## src/rtl/sertx_pkg.sv

```systemverilog
package sertx_pkg;

    localparam int DATA_W  = 8;
    localparam int FRAME_W = DATA_W + 3;
    localparam int CNT_W   = $clog2(FRAME_W + 1);

    typedef enum logic [1:0] {
        FMT_8N1 = 2'b00,
        FMT_8N2 = 2'b01,
        FMT_8P1 = 2'b10,
        FMT_9N1 = 2'b11
    } fmt_e;

    typedef struct packed {
        logic [FRAME_W-1:0] bits;   // bit 0 goes out first
        logic [CNT_W-1:0]   len;    // number of bit times
    } frame_t;

    // Lay out one frame, LSB first, with stop bits filling the top.
    function automatic frame_t build_frame(input logic [DATA_W-1:0] d,
                                           input fmt_e              f,
                                           input logic              aux);
        frame_t fr;
        fr.bits            = '1;
        fr.bits[0]         = 1'b0;
        fr.bits[DATA_W:1]  = d;
        unique case (f)
            FMT_8N1: fr.len = CNT_W'(DATA_W + 2);
            FMT_8N2: fr.len = CNT_W'(DATA_W + 3);
            FMT_8P1: begin
                fr.bits[DATA_W+1] = (^d) ^ aux;
                fr.len            = CNT_W'(DATA_W + 3);
            end
            default: begin
                fr.bits[DATA_W+1] = aux;
                fr.len            = CNT_W'(DATA_W + 3);
            end
        endcase
        return fr;
    endfunction

endpackage

```

## src/rtl/sertx_hold.sv

```systemverilog
module sertx_hold
    import sertx_pkg::*;
(
    input  logic              clk,
    input  logic              rst,
    input  logic              wr_en,
    input  logic [DATA_W-1:0] wr_data,
    input  logic              tx_enable,
    input  logic              take,
    output logic              hold_full,
    output logic [DATA_W-1:0] hold_data,
    output logic              hold_empty
);

    logic              pend;
    logic [DATA_W-1:0] pend_q;
    logic              wr_ok;
    logic              move;

    assign hold_empty = !pend && !hold_full;
    assign wr_ok      = wr_en && hold_empty;
    assign move       = pend && !hold_full && tx_enable;

    always_ff @(posedge clk) begin
        if (rst) begin
            pend      <= 1'b0;
            hold_full <= 1'b0;
        end else begin
            if (wr_ok) begin
                pend   <= 1'b1;
                pend_q <= wr_data;
            end
            if (take) begin
                hold_full <= 1'b0;
            end
            if (move) begin
                hold_full <= 1'b1;
                hold_data <= pend_q;
                pend      <= 1'b0;
            end
        end
    end

endmodule

```

## src/rtl/sertx_shifter.sv

```systemverilog
module sertx_shifter
    import sertx_pkg::*;
(
    input  logic              clk,
    input  logic              rst,
    input  logic              tick,
    input  logic              tx_enable,
    input  logic              hold_full,
    input  logic [DATA_W-1:0] hold_data,
    input  fmt_e              fmt,
    input  logic              aux_bit,
    output logic              take,
    output logic              tx_line,
    output logic              tx_end
);

    logic               busy;
    logic [FRAME_W-1:0] shreg;
    logic [CNT_W-1:0]   cnt;
    logic [CNT_W-1:0]   len;
    logic               last;
    frame_t             nxt;

    assign last    = busy && (cnt == len - CNT_W'(1));
    assign take    = tick && tx_enable && hold_full && (!busy || last);
    assign nxt     = build_frame(hold_data, fmt, aux_bit);
    assign tx_line = shreg[0];

    always_ff @(posedge clk) begin
        if (rst) begin
            busy   <= 1'b0;
            shreg  <= '1;
            cnt    <= '0;
            len    <= '0;
            tx_end <= 1'b1;
        end else if (tick) begin
            if (take) begin
                shreg  <= nxt.bits;
                len    <= nxt.len;
                cnt    <= '0;
                busy   <= 1'b1;
                tx_end <= 1'b0;
            end else if (last) begin
                busy   <= 1'b0;
                shreg  <= '1;
                tx_end <= 1'b1;
            end else if (busy) begin
                shreg  <= {1'b1, shreg[FRAME_W-1:1]};
                cnt    <= cnt + CNT_W'(1);
            end
        end
    end

endmodule

```

## src/rtl/sertx_dbuf.sv

```systemverilog
module sertx_dbuf
    import sertx_pkg::*;
(
    input  logic              clk,
    input  logic              rst,
    input  logic              wr_en,
    input  logic [DATA_W-1:0] wr_data,
    input  logic              tick,
    input  logic              tx_enable,
    input  logic [1:0]        fmt,
    input  logic              aux_bit,
    output logic              tx_line,
    output logic              hold_empty,
    output logic              tx_end
);

    logic              take;
    logic              hold_full;
    logic [DATA_W-1:0] hold_data;

    sertx_hold u_hold (
        .clk        (clk),
        .rst        (rst),
        .wr_en      (wr_en),
        .wr_data    (wr_data),
        .tx_enable  (tx_enable),
        .take       (take),
        .hold_full  (hold_full),
        .hold_data  (hold_data),
        .hold_empty (hold_empty)
    );

    sertx_shifter u_shift (
        .clk        (clk),
        .rst        (rst),
        .tick       (tick),
        .tx_enable  (tx_enable),
        .hold_full  (hold_full),
        .hold_data  (hold_data),
        .fmt        (fmt_e'(fmt)),
        .aux_bit    (aux_bit),
        .take       (take),
        .tx_line    (tx_line),
        .tx_end     (tx_end)
    );

endmodule

```

## config.mk

```make
export PLATFORM = sky130hd
export DESIGN_NAME = sertx_dbuf
export DESIGN_NICKNAME = d
export VERILOG_FILES = /design/src/rtl/sertx_pkg.sv /design/src/rtl/sertx_hold.sv /design/src/rtl/sertx_shifter.sv /design/src/rtl/sertx_dbuf.sv
export SDC_FILE = /design/constraint.sdc
export NUM_CORES = 1
export LEC_CHECK = 0
export CORE_ASPECT_RATIO = 2
export CORE_MARGIN = 2
export CORE_UTILIZATION = 45
export CTS_CLUSTER_DIAMETER = 60
export DETAILED_ROUTE_END_ITERATION = 10
export PLACE_DENSITY = 0.67
export SLEW_MARGIN = 30
export SYNTH_ARGS = -nofsm -noshare
export SYNTH_HDL_FRONTEND = slang
export SYNTH_HIERARCHICAL = 1
export SYNTH_SLANG_ARGS = --single-unit
```

## constraint.sdc

```tcl
create_clock -name clk -period 5.25 [get_ports clk]
set_input_delay 0.7875 -clock clk [delete_from_list [all_inputs] [get_ports clk]]
set_output_delay 0.7875 -clock clk [all_outputs]
set_load 0.05 [all_outputs]
```

==> flow_summary.toml <==
[critical_path]
worstSetupEndpointType = "flop"
cp.arrival_ps = 2510
cp.buffers_inverters = 1
crit_type = "in2reg"
max_stage_delay_ps = 890
crit_fanout = 24
crit_chain = "clkdlybuf4s50_1, nor4b_2"
cpLargestDelayFamily = "simple AND/OR/NAND/NOR gates"
cp.required_ps = 5170
startpoint_type = "input port"
slowest_stage = "nor4b_2"

[route]
wl_per_cell_um = 14.1
routed_wl_mm = 2.59
via_count = 1028
vias_per_cell = 5.59
drt-initial-drc-count = 18
drtPass1Iterations = 4
drc = 0
ant_nets = 0

[timing]
rsz0062_at_grt = "no"
slew_violations = 0
tns_ps = 0
hold_viol = 0
post-route-period-util_pct = 49.5
period_minus_slack_ps = 2600
setup_viol = 0
tightest_slew_ps = 848
skew_ps = 5.55
clock.fmax_ghz = 0.385
slew_headroom_pct = 43.3

[clocking]
clockBufferDepth = 2
cts_tree = "yes"
clk_pin_slew_ps = 60
cts_buffers = 5
ctsHoldBuffers = 0
ctsResizeCount = 0
htree_levels = 2
post-cts-setup-buffers = 0
clk_root_buffer_cell = "clkbuf_8"
clock_latency_ps = 290
cts.sinks = 36

[place]
port-buffer-count = 18
gp_congestion = 0.702
placed_area_mm2 = 0.00170
dpl.cell_count = 176
hpwl_mm = 2.00

[yosys]
yosysWarnings = 6
avgSynthCellArea_um2 = 11.4
synthCells = 132
synthDistinctLibCells = 33
ys.flop_type = "dfxtp_1"
ys_seq_area_share_pct = 58.6
synth_edf_count = 16
synth_seq_cells = 36
syn-num-nets = 151
synth_area_mm2 = 0.00150
async_flop_share_pct = 0

[global_routing]
antenna_found_initial = 0
grt_pass1_vias = 1068
grt_pass1_wl_mm = 4.51
grt_max_degree = 25
track_usage_pct = 16.4
grt_overflow = 0

[final_layout]
nNetsFinal = 171
final_area_mm2 = 0.00179
syn2layout_area_growth_pct = 19.2
stdcell_count = 184
num_antenna_cells = 0
layout-drive-gt1-share_pct = 11.1
fin_util_pct = 56.1

[floorplan]
die_area_mm2 = 0.00385
ios = 19
start_util_pct = 47.1
core-area_mm2 = 0.00319
die_w_um = 44.9
dieHeight_um = 85.7
row_count = 29

[power]
netSwitchingPower_uw = 130
p_per_area_mw_per_mm2 = 308
p_sw_share_pct = 23.6
internal_power_uw = 421
comb_power_share_pct = 9.5
p_leak_nw = 0.621
power_frac_clock_pct = 34.1
p_seq_share_pct = 56.4
peakVddDrop_uv = 238

[status]
status = "completed"

[flow_run]
maxCapViolations = 0

[min_path]
hp-class = "reg2reg"
-- cells in the mapped netlist (3+ instances only) --
master	number	share of area [%]
a21oi_1	14	4.7
clkbuf_1	3	0.75
dfxtp_1	20	27
edfxtp_1	16	32
ha_1	3	2.5
inv_1	5	1.2
nand2_1	9	2.2
nor2_1	5	1.2
nor3_1	4	1.3
o21ai_0	4	1.3
o21ai_1	8	2.7
o22ai_1	8	3.3
xnor2_1	10	5.8
xor2_1	4	2.3
-- placed cells by master (no fill, tap or decap), drive strengths merged, types with 2 or more instances in the layout --
cell type      count
edfxtp            16
clkdlybuf4s50     18
inv                7
o21ai             13
clkbuf             5
xnor2             10
nor3               4
ha                 3
clkinv             2
nand2              9
nor2               5
o22ai              8
nand2b             2
dfxtp             20
a21oi             14
xor2               4
-- cells by family after synthesis --
| group | after synthesis | synth area share, % |
|---|---|---|
| adders and majority gates | 3 | 2.50 |
| xor gates and xnor gates | 14 | 8.16 |
| buffers and inverters | 11 | 3.25 |
| AOI/OAI and AO/OA | 41 | 16.2 |
| and+or+nand+nor | 27 | 11.3 |
| DFF | 36 | 58.6 |
-- area by class of cell --
cell class / instances / area, um2
Multi-Input combinational cell: 85 / 582
Sequential cell: 36 / 881
Clock buffer: 5 / 68.8
Tap cell: 31 / 38.8
Clock inverter: 3 / 17.5
Fill cell: 301 / 1400
Inverter: 6 / 22.5
Timing Repair Buffer: 18 / 180
-- power groups by stage --
stage	Clock, mW	Combinational, mW	Sequential (mW)
after global routing	0.205	0.0567	0.312
final	0.188	0.0523	0.311
after global placement	0	0.0510	0.316
after detailed placement	0	0.0523	0.317
after CTS	0.196	0.0524	0.310
after floorplan	0	0.0304	0.316
-- worst register-to-register path, cell delays in order (launching register included) --
cell	delay (ps)
dfxtp_1	380
inv_1	80
ha_1	310
xnor2_1	160
nor4_4	410
nand2b_2	240
nand3_4	170
inv_2	150
nand3b_1	90
o32a_1	160
-- sequential cells by signal (all words and copies together), names as in the netlist --
signal            flops
u_hold/hold_data      8
u_shift/len           2
u_shift/shreg        10
u_shift/busy          1
u_hold/pend           1
u_shift/tx_end        1
u_shift/cnt           4
u_hold/hold_full      1
u_hold/pend_q         8
-- stage by stage --
step                total power [mW]  worst slack (ps)  hold slack (ps)
finish                         0.551              2650              423
global route                   0.573              2490              448
CTS                            0.559              2490              425
detailed placement             0.369              2170              408
global placement               0.367              2270              403
floorplan                      0.347              3290              400
-- routing by layer --
layer  up-vias  wire length [um]  GRT usage (%)
met5         -                 0              0
met2        20              1560           30.0
met3         8               103           5.05
li1        512                 -              -
met4         0                76           9.63
met1       488               849           14.7
-- path summary, 6_finish.rpt --
| path | cells after the start | startpoint | endpoint | slack [ps] |
|---|---|---|---|---|
| setup / recovery | 2 | rst | u_hold/pend_q[6] | 2650 |
| hold / removal | 0 | u_hold/pend_q[6] | u_hold/hold_data[6] | 420 |
| setup reg to reg | 9 | u_shift/len[0] | u_shift/shreg[9] | 2980 |
| hold reg to reg | 0 | u_hold/pend_q[6] | u_hold/hold_data[6] | 420 |
Note: power is estimated with default switching activity, not from simulation.
